--- src/rtl/nps_pkg.sv ---
package nps_pkg;

    typedef enum logic [2:0] {
        ST_IDLE,
        ST_CMD,
        ST_ADDR,
        ST_WAIT,
        ST_DATA,
        ST_CONF
    } nps_state_e;

    typedef enum logic [1:0] {
        CYC_NONE = 2'b00,
        CYC_CMD  = 2'b01,
        CYC_ADDR = 2'b10,
        CYC_DATA = 2'b11
    } nps_kind_e;

    localparam logic [7:0] OP_PROG      = 8'h80;
    localparam logic [7:0] OP_OTP       = 8'hA0;
    localparam logic [7:0] OP_MOVE      = 8'h85;
    localparam logic [7:0] OP_COPYBACK  = 8'h8C;
    localparam logic [7:0] OP_CONF      = 8'h10;
    localparam logic [7:0] OP_CONF_TP   = 8'h11;
    localparam logic [7:0] OP_CONF_CACHE = 8'h15;

    // Flags latched for one sequence
    typedef struct packed {
        logic otp;
        logic move;
        logic copyback;
        logic rnd;
        logic col_only;
        logic fin;
        logic cache;
        logic tp;
    } nps_job_t;

endpackage

--- src/rtl/nps_opsel.sv ---
module nps_opsel
    import nps_pkg::*;
(
    input  nps_job_t   job,
    output logic [7:0] open_op,
    output logic [7:0] conf_op
);

    always_comb begin
        if (job.rnd)
            open_op = OP_MOVE;
        else if (job.otp)
            open_op = OP_OTP;
        else if (job.move)
            open_op = OP_MOVE;
        else if (job.copyback)
            open_op = OP_COPYBACK;
        else
            open_op = OP_PROG;
    end

    always_comb begin
        if (job.tp)
            conf_op = OP_CONF_TP;
        else if (job.cache)
            conf_op = OP_CONF_CACHE;
        else
            conf_op = OP_CONF;
    end

endmodule

--- src/rtl/nps_addr.sv ---
module nps_addr #(
    parameter int COL_W = 12,
    parameter int ROW_W = 17
) (
    input  logic [COL_W-1:0] col,
    input  logic [ROW_W-1:0] row,
    input  logic             zero_hi_row,
    input  logic [2:0]       idx,
    output logic [7:0]       addr_byte
);

    localparam int NSLOT    = 5;
    localparam int NROWB    = 3;
    localparam int COLHI_SH = 8;

    logic [23:0]      row24;
    logic [COL_W-1:0] col_hi;
    logic [7:0]       slot [NSLOT];

    assign row24  = 24'(row);
    assign col_hi = col >> COLHI_SH;

    assign slot[0] = col[7:0];
    assign slot[1] = col_hi[7:0];

    for (genvar k = 0; k < NROWB; k++) begin : g_row
        if (k == 0) begin : g_keep
            assign slot[2+k] = row24[8*k +: 8];
        end else begin : g_clear
            assign slot[2+k] = zero_hi_row ? 8'h00 : row24[8*k +: 8];
        end
    end

    always_comb begin
        addr_byte = 8'h00;
        for (int s = 0; s < NSLOT; s++) begin
            if (idx == 3'(s))
                addr_byte = slot[s];
        end
    end

endmodule

--- src/rtl/nps_tadl.sv ---
module nps_tadl #(
    parameter int W = 8
) (
    input  logic         clk,
    input  logic         rst_n,
    input  logic         load,
    input  logic [W-1:0] load_val,
    input  logic         run,
    output logic         done
);

    logic [W-1:0] cnt;

    always_ff @(posedge clk) begin
        if (!rst_n)
            cnt <= '0;
        else if (load)
            cnt <= load_val;
        else if (run && cnt != '0)
            cnt <= cnt - 1'b1;
    end

    assign done = (cnt == '0);

endmodule

--- src/rtl/nand_prog_seq.sv ---
module nand_prog_seq
    import nps_pkg::*;
#(
    parameter int BLK_W  = 11,
    parameter int PAGE_W = 6,
    parameter int COL_W  = 12,
    parameter int CNT_W  = 13,
    parameter int TADL_W = 8
) (
    input  logic              clk,
    input  logic              rst_n,
    input  logic              start,
    input  logic              mode_otp,
    input  logic              mode_move,
    input  logic              mode_copyback,
    input  logic              mode_rand,
    input  logic              rand_col_only,
    input  logic              finalize,
    input  logic              cache_prog,
    input  logic              two_plane,
    input  logic [BLK_W-1:0]  blk_addr,
    input  logic [PAGE_W-1:0] page_addr,
    input  logic [COL_W-1:0]  col_addr,
    input  logic [CNT_W-1:0]  byte_cnt,
    input  logic [TADL_W-1:0] tadl_cycles,
    output logic              busy,
    output logic              cyc_valid,
    output logic [1:0]        cyc_kind,
    output logic [7:0]        cyc_byte,
    input  logic              cyc_accept,
    input  logic [7:0]        src_data,
    output logic              src_pop
);

    localparam int ROW_W      = BLK_W + PAGE_W;
    localparam int ADDR_FULL  = 5;
    localparam int ADDR_SHORT = 2;

    nps_state_e        st, st_nx;
    nps_job_t          job;
    logic [COL_W-1:0]  j_col;
    logic [ROW_W-1:0]  j_row;
    logic [CNT_W-1:0]  rem;
    logic [TADL_W-1:0] j_tadl;
    logic              j_data;
    logic [2:0]        aidx;

    logic [7:0] open_op, conf_op, addr_byte;
    logic       acc, last_addr, wait_done, tadl_load;
    nps_state_e post_wait;

    nps_opsel u_opsel (
        .job     (job),
        .open_op (open_op),
        .conf_op (conf_op)
    );

    nps_addr #(.COL_W(COL_W), .ROW_W(ROW_W)) u_addr (
        .col         (j_col),
        .row         (j_row),
        .zero_hi_row (job.otp && !job.rnd),
        .idx         (aidx),
        .addr_byte   (addr_byte)
    );

    nps_tadl #(.W(TADL_W)) u_tadl (
        .clk      (clk),
        .rst_n    (rst_n),
        .load     (tadl_load),
        .load_val (TADL_W'(j_tadl - 1'b1)),
        .run      (st == ST_WAIT),
        .done     (wait_done)
    );

    assign acc       = cyc_valid && cyc_accept;
    assign last_addr = (job.rnd && job.col_only) ? (aidx == 3'(ADDR_SHORT - 1))
                                                 : (aidx == 3'(ADDR_FULL - 1));
    assign tadl_load = (st == ST_ADDR) && acc && last_addr && (j_tadl != '0);

    always_comb begin
        if (j_data)
            post_wait = ST_DATA;
        else if (job.fin)
            post_wait = ST_CONF;
        else
            post_wait = ST_IDLE;
    end

    // Next-state logic
    always_comb begin
        st_nx = st;
        unique case (st)
            ST_IDLE: if (start) st_nx = ST_CMD;
            ST_CMD:  if (acc) st_nx = ST_ADDR;
            ST_ADDR: if (acc && last_addr)
                         st_nx = (j_tadl == '0) ? post_wait : ST_WAIT;
            ST_WAIT: if (wait_done) st_nx = post_wait;
            ST_DATA: if (acc && rem == CNT_W'(1))
                         st_nx = job.fin ? ST_CONF : ST_IDLE;
            ST_CONF: if (acc) st_nx = ST_IDLE;
            default: st_nx = ST_IDLE;
        endcase
    end

    // State register and sequence context
    always_ff @(posedge clk) begin
        if (!rst_n) begin
            st     <= ST_IDLE;
            job    <= '0;
            j_col  <= '0;
            j_row  <= '0;
            rem    <= '0;
            j_tadl <= '0;
            j_data <= 1'b0;
            aidx   <= '0;
        end else begin
            st <= st_nx;
            if (st == ST_IDLE && start) begin
                job.otp      <= mode_otp;
                job.move     <= mode_move;
                job.copyback <= mode_copyback;
                job.rnd      <= mode_rand;
                job.col_only <= rand_col_only;
                job.fin      <= finalize;
                job.cache    <= cache_prog;
                job.tp       <= two_plane;
                j_col        <= col_addr;
                j_row        <= {blk_addr, page_addr};
                rem          <= byte_cnt;
                j_tadl       <= tadl_cycles;
                j_data       <= (byte_cnt != '0) &&
                                !(mode_move && !mode_otp && !mode_rand);
                aidx         <= '0;
            end
            if (st == ST_ADDR && acc)
                aidx <= aidx + 3'd1;
            if (st == ST_DATA && acc)
                rem <= rem - 1'b1;
        end
    end

    // Output logic
    always_comb begin
        cyc_valid = 1'b0;
        cyc_kind  = CYC_NONE;
        cyc_byte  = 8'h00;
        src_pop   = 1'b0;
        unique case (st)
            ST_IDLE, ST_WAIT: ;
            ST_CMD: begin
                cyc_valid = 1'b1;
                cyc_kind  = CYC_CMD;
                cyc_byte  = open_op;
            end
            ST_ADDR: begin
                cyc_valid = 1'b1;
                cyc_kind  = CYC_ADDR;
                cyc_byte  = addr_byte;
            end
            ST_DATA: begin
                cyc_valid = 1'b1;
                cyc_kind  = CYC_DATA;
                cyc_byte  = src_data;
                src_pop   = cyc_accept;
            end
            ST_CONF: begin
                cyc_valid = 1'b1;
                cyc_kind  = CYC_CMD;
                cyc_byte  = conf_op;
            end
            default: ;
        endcase
    end

    assign busy = (st != ST_IDLE);


    hold_until_accept_chk: assert property (@(posedge clk) disable iff (!rst_n)
        (cyc_valid && !cyc_accept) |=> (cyc_valid && $stable(cyc_kind) && $stable(cyc_byte)));


    idle_no_cycle_chk: assert property (@(posedge clk) disable iff (!rst_n)
        !busy |-> !cyc_valid);


    busy_from_start_chk: assert property (@(posedge clk) disable iff (!rst_n)
        $rose(busy) |-> $past(start));


    opens_with_cmd_chk: assert property (@(posedge clk) disable iff (!rst_n)
        $rose(busy) |-> (cyc_valid && cyc_kind == CYC_CMD));


    pop_on_data_chk: assert property (@(posedge clk) disable iff (!rst_n)
        src_pop |-> (cyc_valid && cyc_accept && cyc_kind == CYC_DATA));

endmodule

--- config.mk ---
export PLATFORM = sky130hd
export DESIGN_NAME = nand_prog_seq
export DESIGN_NICKNAME = d
export VERILOG_FILES = /design/src/rtl/nps_pkg.sv /design/src/rtl/nps_opsel.sv /design/src/rtl/nps_addr.sv /design/src/rtl/nps_tadl.sv /design/src/rtl/nand_prog_seq.sv
export SDC_FILE = /design/constraint.sdc
export NUM_CORES = 1
export LEC_CHECK = 0
export ABC_CLOCK_PERIOD_IN_PS = 4500
export BUFFER_PORTS_ARGS = -buffer_cell sky130_fd_sc_hd__buf_2
export CAP_MARGIN = 20
export CORE_MARGIN = 4
export CORE_UTILIZATION = 33
export DETAILED_ROUTE_END_ITERATION = 6
export PLACE_DENSITY = 0.55
export SYNTH_ARGS = -nofsm -noshare
export SYNTH_HDL_FRONTEND = slang
export SYNTH_SLANG_ARGS = --single-unit
--- constraint.sdc ---
create_clock -name clk -period 4.5 [get_ports clk]
set_input_delay 0 -clock clk [delete_from_list [all_inputs] [get_ports clk]]
set_output_delay 0 -clock clk [all_outputs]
set_load 0.01 [all_outputs]
==> results of run 1 <==
[power groups by stage]
stage | Clock [mW] | Combinational [mW] | Sequential (mW)
finish | 0.732 | 1.04 | 0.948
global route | 0.772 | 1.17 | 0.971
CTS | 0.743 | 1.05 | 0.945
detailed placement | 0 | 1.01 | 0.958
global placement | 0 | 0.990 | 0.954
floorplan | 0 | 0.779 | 0.884
[routing by layer]
layer,global-route usage,share of wire,vias to the layer above
met5,0,0,-
li1,-,-,2086
met3,0.0237,0.036,19
met2,0.300,0.49,91
met1,0.230,0.45,1963
met4,0.0642,0.018,0
[worst register-to-register path, cell delays in order, from the launching register on]
cell,delay (ns)
dfxtp_1,0.40
ha_1,0.35
nand3_1,0.17
o22ai_2,0.33
nand3_1,0.40
mux2i_1,0.33
ha_1,0.27
nand2b_1,0.11
nor4_1,0.23
xor2_1,0.18
nor2_1,0.06
a211oi_1,0.22
[stage by stage]
stage	setup slack (ns)	std cells	cell area (µm²)
finish	1.37	788	5250
global route	1.06	788	5250
CTS	1.38	788	5250
detailed placement	1.41	716	4380
global placement	1.56	716	4380
floorplan	1.99	520	3910
[cells in the final DEF (no fill, tap or decap), types with 8 or more instances in the layout]
cell type	n
a22oi_1	8
nand3_1	13
nor4_1	9
nor2_1	38
dlygate4sd3_1	56
buf_2	82
ha_1	8
o21ai_0	21
clkbuf_16	9
inv_1	12
a21oi_1	77
nand2_1	119
dfxtp_1	73
nor3_1	10
[state kept, by name, indices dropped and copies added (netlist names)]
name	flops
aidx	3
j_col	12
j_data	1
j_row	17
j_tadl	8
job	8
rem	13
st	3
u_tadl.cnt	8
[layout make-up]
type / count / share of cell area
inverters: 14 / 0.0105
clock buffers: 9 / 0.0429
multi-input cells: 401 / 0.430
well taps: 143 / 0.0341
clock inverters: 7 / 0.0146
repair buffers: 141 / 0.189
flip-flops and latches: 73 / 0.279
[final timing paths]
| check | startpoint | endpoint | depth (start not counted) |
|---|---|---|---|
| setup / recovery | aidx[0]$_SDFFE_PN0P_ | u_tadl.cnt[6]$_SDFFE_PN0P_ | 11 |
| setup reg to reg | aidx[0]$_SDFFE_PN0P_ | u_tadl.cnt[6]$_SDFFE_PN0P_ | 11 |
| hold reg to reg | rem[12]$_SDFFE_PN0P_ | rem[12]$_SDFFE_PN0P_ | 1 |
| hold / removal | rst_n | u_tadl.cnt[4]$_SDFFE_PN0P_ | 3 |
[Yosys cell counts, types with 6 or more instances]
library cell | instances | area, µm²
buf_2 | 7 | 35.0
nand3_1 | 13 | 65.1
nor4_1 | 9 | 56.3
o21ai_0 | 21 | 105
clkbuf_1 | 20 | 75.1
dfxtp_1 | 73 | 1460
and2_1 | 6 | 37.5
nand2_1 | 119 | 447
nor3_1 | 10 | 50.1
ha_1 | 8 | 100
nor2_1 | 38 | 143
a22oi_1 | 8 | 60.1
inv_1 | 12 | 45.0
a21oi_1 | 77 | 385
[what timing repair did]
action	4_1_cts	5_1_grt
hold buffers	56	0
endpoints found under the hold margin	56	0
buffers inserted	0	0
endpoints found under the setup margin	0	0
[logic make-up after synthesis]
logic type / count (synthesis) / synth area share
flip-flops: 73 / 0.374
adder cells (fa/ha/maj): 8 / 0.0256
XOR/XNOR: 5 / 0.0112
multiplexers: 5 / 0.0131
buffers and inverters: 46 / 0.0502
AND/OR/NAND/NOR: 231 / 0.282
AO/OA/AOI/OAI: 152 / 0.245
==> run summary, run 1 <==
share of cells above drive strength 1 = 0.184
TritonCTS Sinks = 73
fin crit share = 0.696
Row Count = 39
GRT Overall Usage = 0.177
LEAKAGE = 2.06 nW
vias in the first global route = 3,899
total power draw = 2.72 mW
Yosys reg bits = 73
sequential area share after synthesis = 0.374
Crit Path Max Fanout = 11
FFs w/ async S/R, synth = 0
clock power share = 0.269
status = completed
hold_ws = 0.0148 ns
YS warnings = 0
unrepaired setup endpoints after global routing = no
max-cap check violation count = 0
Hold Crit Class = primary input to flop
core area = 0.0115 mm²
FMAX = 319 MHz
Sw Share = 0.405
HPWL Detailed = 8490 µm
first-pass GRT wire length = 19,100 µm
Vias = 4,159
Area growth, synth to finish = 34.1%
Routed WL per cell = 15.4 µm
final core occ = 0.455
Starting Density = 0.340
CP bufs+invs = 0
min Tclk post-route = 3.13 ns
critical path launch point type = flop
DR pass1 iterations = 5
Worst Max-Slew Pin Slew = 1.02 ns
1st-iter DRT viols = 299
Peak VDD IR = 209 µV
Root Driver = clkbuf_16
cell family with most CP delay = simple AND/OR/NAND/NOR gates
Overflow after GRT = 0
endpoints failing hold = 0
FILL cells = 1,159
initial antenna violation count = 0
Crit Path Category = flop to flop
part of the power in registers = 0.349
cell count after synthesis = 520
final setup vio count = 0
pwr dens = 518 mW/mm²
crit path cell chain = ha_1, nand3_1, o22ai_2, nand3_1, mux2i_1, ha_1, nand2b_1, nor4_1, xor2_1, nor2_1, a211oi_1
Critical Path RT = 4.74 ns
I/O Buffers = 82
syn avg cell area = 7.52 µm²
register area = 0.00146 mm²
number of buffers created by CTS = 9
CP Capture Type = flop
reg2reg setup slack = 1.37 ns
H-tree Lvls = 3
nets@finish = 718
syn_nets = 598
clk buf depth = 2
Top Ports = 83
Final Wtd Congestion = 0.812
setup TNS = 0 ns
DR vias/cell = 5.28
ANT nets after route = 0
Post-synth EDFFs = 0
crit-path max cell delay = 0.40 ns
Clk Latency, worst-skew pair = 0.34 ns
# diodes = 0
P_sw = 1.10 mW
post-synthesis cell area = 0.00391 mm²
relative slew slack = 0.317
DRT Wirelength = 12,100 µm
DRC viols = 0
Gate power share = 0.382
die width = 117 µm
Data arrival, critical path = 3.37 ns
die span in y = 117 µm
cts repair resizes = 0
Clock Skews = 0.00970 ns
clock-pin slew on the worst setup and hold paths = 0.07 ns
area of the multi-input gates = 0.00225 mm²
fin. max-slew vios = 0
Post-synth top flop = dfxtp_1
Power Internal = 1.62 mW
Die ar. = 0.0137 mm²
crit path max-delay cell type = dfxtp_1
Yosys cell types = 70
pin count of the biggest net entering global routing = 71
TritonCTS clock tree = done
(Power assumes the default switching activity.)
==> run 2: changes to the inputs <==
--- a/config.mk
+++ b/config.mk
@@ -5,13 +5,13 @@
 export SDC_FILE = /design/constraint.sdc
 export NUM_CORES = 1
 export LEC_CHECK = 0
-export ABC_CLOCK_PERIOD_IN_PS = 4500
+export ABC_CLOCK_PERIOD_IN_PS = 2690
 export BUFFER_PORTS_ARGS = -buffer_cell sky130_fd_sc_hd__buf_2
 export CAP_MARGIN = 20
 export CORE_MARGIN = 4
 export CORE_UTILIZATION = 33
 export DETAILED_ROUTE_END_ITERATION = 6
-export PLACE_DENSITY = 0.55
+export PLACE_DENSITY = 0.57
 export SYNTH_ARGS = -nofsm -noshare
 export SYNTH_HDL_FRONTEND = slang
 export SYNTH_SLANG_ARGS = --single-unit
==> constraint.sdc (replaced) <==
create_clock -name clk -period 2.69 [get_ports clk]
set_input_delay 0 -clock clk [delete_from_list [all_inputs] [get_ports clk]]
set_output_delay 0 -clock clk [all_outputs]
set_load 0.01 [all_outputs]
==> run 2 against run 1 <==
Effect of this change: sequential share of layout area decreased by 0.81 points; clock skew shrank 0.0040 ns; register-to-register slack worse by 1.1 ns; critical path depth up 1; sequential power increased by 66%; hold slack better by 0.0093 ns; worst setup slack worse by 1.1 ns.
==> run summary, run 2 (synthesis results as in run 1) <==
final setup vio count = 0
max-cap check violation count = 0
DR vias/cell = 5.25
die span in y = 117 µm
metal2 WL = 5760 µm
crit path max-delay cell type = dfxtp_1
Area growth, synth to finish = 38.1%
Post-CTS Setup Inserts = 0
Starting Density = 0.340
# diodes = 0
clock-pin slew on the worst setup and hold paths = 0.06 ns
crit path cell chain = inv_1, ha_1, nand2_2, o22ai_2, nand3_2, mux2i_1, ha_2, nand2b_1, nor4_2, xor2_1, nor2_1, a211oi_1
min Tclk post-route = 2.41 ns
most common cell after layout, fill and taps aside = nand2_1
LEAKAGE = 2.15 nW
Clock Skews = 0.00567 ns
Die ar. = 0.0137 mm²
first-pass GRT wire length = 19,300 µm
die width = 117 µm
Worst Max-Slew Pin Slew = 0.764 ns
DRC viols = 0
cell family with most CP delay = simple AND/OR/NAND/NOR gates
CP Capture Type = flop
H-tree Lvls = 3
relative slew slack = 0.490
CP bufs+invs = 1
DR pass1 iterations = 5
Overflow after GRT = 0
pin count of the biggest net entering global routing = 70
Top Ports = 83
vias in the first global route = 3,953
clk buf depth = 2
core area = 0.0115 mm²
Hold Crit Class = primary input to flop
Row Count = 39
status = completed
initial antenna violation count = 0
Clk Latency, worst-skew pair = 0.33 ns
final core occ = 0.469
I/O Buffers = 82
Critical Path RT = 2.94 ns
max FFs per register = 17
number of buffers created by CTS = 9
commonest cells after routing, fill and taps aside = nand2_1 (118), buf_2 (82), a21oi_1 (77)
Final Wtd Congestion = 0.885
TritonCTS Sinks = 73
Crit Path Category = flop to flop
Vias = 4,221
TritonCTS clock tree = done
DRT Wirelength = 12,000 µm
unrepaired setup endpoints after global routing = no
Peak VDD IR = 308 µV
fin crit share = 0.897
Data arrival, critical path = 2.66 ns
largest registers = j_row (17), rem (13), j_col (12)
crit-path max cell delay = 0.40 ns
ANT nets after route = 0
critical path launch point type = flop
FMAX = 414 MHz
pwr dens = 876 mW/mm²
endpoints failing hold = 0
1st-iter DRT viols = 206
share of cells above drive strength 1 = 0.209
GRT Overall Usage = 0.178
HPWL Detailed = 8590 µm
Root Driver = clkbuf_16
nets@finish = 734
placed cell area = 0.00450 mm²
wl on met1 = 5520 µm
Crit Path Max Fanout = 5
setup TNS = 0 ns
largest register by flop count = j_row
Routed WL per cell = 15.0 µm
fin. max-slew vios = 0
cell area after layout = 0.00540 mm²
uppermost layer routed = met4
met3 WL = 471 µm
[run 2: cell count changes in the layout (fill, tap and decap cells not counted), sizes merged]
| cell | delta |
|---|---|
| buf | +15 |
| bufinv | +1 |
| clkinv | +2 |
| clkinvlp | -1 |
| dlygate4sd3 | +1 |
| inv | -2 |
[run 2: metrics by stage]
step           power, mW  hold slack (ns)  cells  worst slack [ns]
6_report            4.73           0.0241    804             0.276
4_1_cts             4.76          0.00503    804            0.0846
2_1_floorplan       2.78            0.116    520             0.179
3_5_place_dp        3.39            0.248    731            0.0823
5_1_grt             5.07           0.0194    804            0.0256
3_3_place_gp        3.37            0.243    731             0.214
[run 2: report_power, final]
group          internal (mW)  switching [mW]  leakage, nW
registers               1.32           0.255        0.597
clock network          0.811           0.477        0.155
logic                  0.770            1.10         1.40
total                   2.90            1.83         2.15
[run 2: layer usage]
| metal | global-route usage | vias to the layer above |
|---|---|---|
| li1 | - | 2111 |
| met1 | 0.231 | 1973 |
| met2 | 0.298 | 115 |
| met3 | 0.0195 | 22 |
| met4 | 0.0765 | 0 |
| met5 | 0 | - |
[run 2: timing repair]
action                                  4_1_cts  5_1_grt
resized for setup                             0        4
hold endpoints to repair                     57        0
hold buffers                                 57        0
endpoints found under the setup margin        0        1
[run 2: area by class of cell]
class | instances | area, µm²
repair buffers | 157 | 1120
inverters | 14 | 55.1
multi-input cells | 401 | 2270
flip-flops and latches | 73 | 1460
clock inverters | 7 | 95.1
well taps | 143 | 179
clock buffers | 9 | 225
fillers | 1110 | 6110
[run 2: final timing paths]
path,startpoint,end,slack (ns),cells past startpoint
worst min register to register,j_col[6]$_SDFFE_PN0P_,j_col[6]$_SDFFE_PN0P_,0.46,2
worst min-delay path,byte_cnt[0],rem[0]$_SDFFE_PN0P_,0.02,3
worst max register to register,aidx[0]$_SDFFE_PN0P_,u_tadl.cnt[6]$_SDFFE_PN0P_,0.28,12
worst max-delay path,aidx[0]$_SDFFE_PN0P_,u_tadl.cnt[6]$_SDFFE_PN0P_,0.28,12
[run 2: worst reg2reg max path: stages (launching register included)]
cell and delay [ns]:
dfxtp_1 0.40, inv_1 0.10, ha_1 0.26, nand2_2 0.13, o22ai_2 0.10, nand3_2 0.13
mux2i_1 0.25, ha_2 0.25, nand2b_1 0.10, nor4_2 0.18, xor2_1 0.18, nor2_1 0.05
a211oi_1 0.20
==> run 3: changes to the inputs <==
--- a/config.mk
+++ b/config.mk
@@ -11,7 +11,6 @@
 export CORE_MARGIN = 4
 export CORE_UTILIZATION = 33
 export DETAILED_ROUTE_END_ITERATION = 6
-export PLACE_DENSITY = 0.57
 export SYNTH_ARGS = -nofsm -noshare
 export SYNTH_HDL_FRONTEND = slang
 export SYNTH_SLANG_ARGS = --single-unit
==> run 3 against run 2 <==
Effect of this change: clock power fell by 8%; register-to-register slack got worse by 0.098 ns; worst setup slack lost 0.098 ns; first-iteration DRC count is 25% higher; sequential power is essentially flat; combinational power increased by 3%.
==> run summary, run 3 (synthesis results as in run 1) <==
reg2reg setup slack = 0.18 ns
fin. max-slew vios = 0
commonest cells after routing, fill and taps aside = nand2_1 (118), buf_2 (82), a21oi_1 (77)
Top Ports = 83
number of buffers created by CTS = 9
ANT nets after route = 0
largest register by flop count = j_row
nets@finish = 734
min Tclk post-route = 2.51 ns
Power Internal = 2.81 mW
critical path launch point type = flop
LEAKAGE = 2.14 nW
first-pass GRT wire length = 19,900 µm
DRT Wirelength = 12,400 µm
most common cell after layout, fill and taps aside = nand2_1
worst r2r dst = u_tadl.cnt[6]$_SDFFE_PN0P_
RR Startpoint = aidx[0]$_SDFFE_PN0P_
Post-CTS Setup Inserts = 0
final core occ = 0.466
fin crit share = 0.934
status = completed
DR pass1 iterations = 4
clock power share = 0.255
largest registers = j_row (17), rem (13), j_col (12)
pwr dens = 870 mW/mm²
HPWL Detailed = 8490 µm
TritonCTS clock tree = done
clock-pin slew on the worst setup and hold paths = 0.06 ns
Hold EP = rem[0]$_SDFFE_PN0P_
Register-to-Register Path Depth = 12
FMAX = 398 MHz
Vias = 4,269
clk buf depth = 2
Routed WL per cell = 15.5 µm
die span in y = 117 µm
Crit Path Max Fanout = 5
endpoints failing hold = 0
Hold Crit Class = primary input to flop
CP Capture Type = flop
initial antenna violation count = 0
Row Count = 39
Starting Density = 0.340
Data arrival, critical path = 2.76 ns
max-cap check violation count = 0
die width = 117 µm
max FFs per register = 17
GRT Overall Usage = 0.182
cell depth of the worst hold path = 3
hold_sp = byte_cnt[0]
vias in the first global route = 4,172
Gate power share = 0.411
share of cells above drive strength 1 = 0.209
Root Driver = clkbuf_16
Critical Path RT = 2.94 ns
pin count of the biggest net entering global routing = 70
P_sw = 1.86 mW
final setup vio count = 0
Crit Path Category = flop to flop
Sw Share = 0.398
DR vias/cell = 5.31
Overflow after GRT = 0
Clk Latency, worst-skew pair = 0.33 ns
Area growth, synth to finish = 37.3%
1st-iter DRT viols = 258
Peak VDD IR = 412 µV
relative slew slack = 0.490
setup TNS = 0 ns
Final Wtd Congestion = 0.869
I/O Buffers = 82
Die ar. = 0.0137 mm²
part of the power in registers = 0.334
core area = 0.0115 mm²
TritonCTS Sinks = 73
# diodes = 0
DRC viols = 0
Clock Skews = 0.00637 ns
H-tree Lvls = 3
Worst Max-Slew Pin Slew = 0.765 ns
run 3: critical path, cell delays in order (launching register included):
cell and delay (ns):
dfxtp_1 0.41, inv_1 0.09, ha_1 0.26, nand2_2 0.13
o22ai_2 0.10, nand3_1 0.18, mux2i_1 0.27, ha_2 0.26
nand2b_1 0.10, nor4_2 0.18, xor2_1 0.18, nor2_1 0.05
a211oi_1 0.20
run 3: area by class of cell:
class                           count  area, µm²
Fill cell                        1153       6150
Multi-Input combinational cell    401       2270
Sequential cell                    73       1460
Timing Repair Buffer              157       1110
Clock buffer                        9        225
Tap cell                          143        179
Clock inverter                      7       68.8
Inverter                           14       55.1
run 3: what timing repair did:
item	in CTS	in global routing
hold buffers	56	0
hold endpoints to repair	56	0
gates resized for setup	0	3
setup endpoints to repair	0	1
run 3: per-layer routing:
metal | track usage | vias up | routed length, µm | part of all wire
li1 | - | 2115 | - | -
met3 | 0.0272 | 20 | 490 | 0.039
met4 | 0.0642 | 0 | 272 | 0.022
met2 | 0.306 | 123 | 5970 | 0.48
met1 | 0.237 | 2011 | 5700 | 0.46
met5 | 0 | - | 0 | 0
run 3: worst max path at each step:
stage                               startpoint  depth (start not counted)  slack (ns)                    endpoint
after floorplan           aidx[0]$_SDFFE_PN0P_                         13        0.18  u_tadl.cnt[6]$_SDFFE_PN0P_
after global placement    aidx[0]$_SDFFE_PN0P_                         12        0.23  u_tadl.cnt[6]$_SDFFE_PN0P_
after detailed placement  aidx[0]$_SDFFE_PN0P_                         12        0.11  u_tadl.cnt[6]$_SDFFE_PN0P_
after CTS                 aidx[0]$_SDFFE_PN0P_                         12        0.11  u_tadl.cnt[6]$_SDFFE_PN0P_
after global routing      aidx[0]$_SDFFE_PN0P_                         12       -0.06  u_tadl.cnt[6]$_SDFFE_PN0P_
final                     aidx[0]$_SDFFE_PN0P_                         12        0.18  u_tadl.cnt[6]$_SDFFE_PN0P_
run 3: power by group through the flow:
stage	Sequential (mW)	Clock, mW	Combinational, mW
after floorplan	1.48	0	1.30
after global placement	1.56	0	1.81
after detailed placement	1.57	0	1.84
after CTS	1.55	1.22	1.91
after global routing	1.60	1.27	2.14
final	1.56	1.19	1.92
run 3: stage by stage:
step	power (mW)	hold slack, ns	area, µm²	setup slack (ns)	cells
6_report	4.67	0.0141	5370	0.178	804
3_5_place_dp	3.41	0.247	4500	0.113	732
4_1_cts	4.68	0.00401	5360	0.110	804
5_1_grt	5.00	0.0183	5370	-0.0580	804
3_3_place_gp	3.37	0.243	4500	0.231	732
2_1_floorplan	2.78	0.116	3910	0.179	520
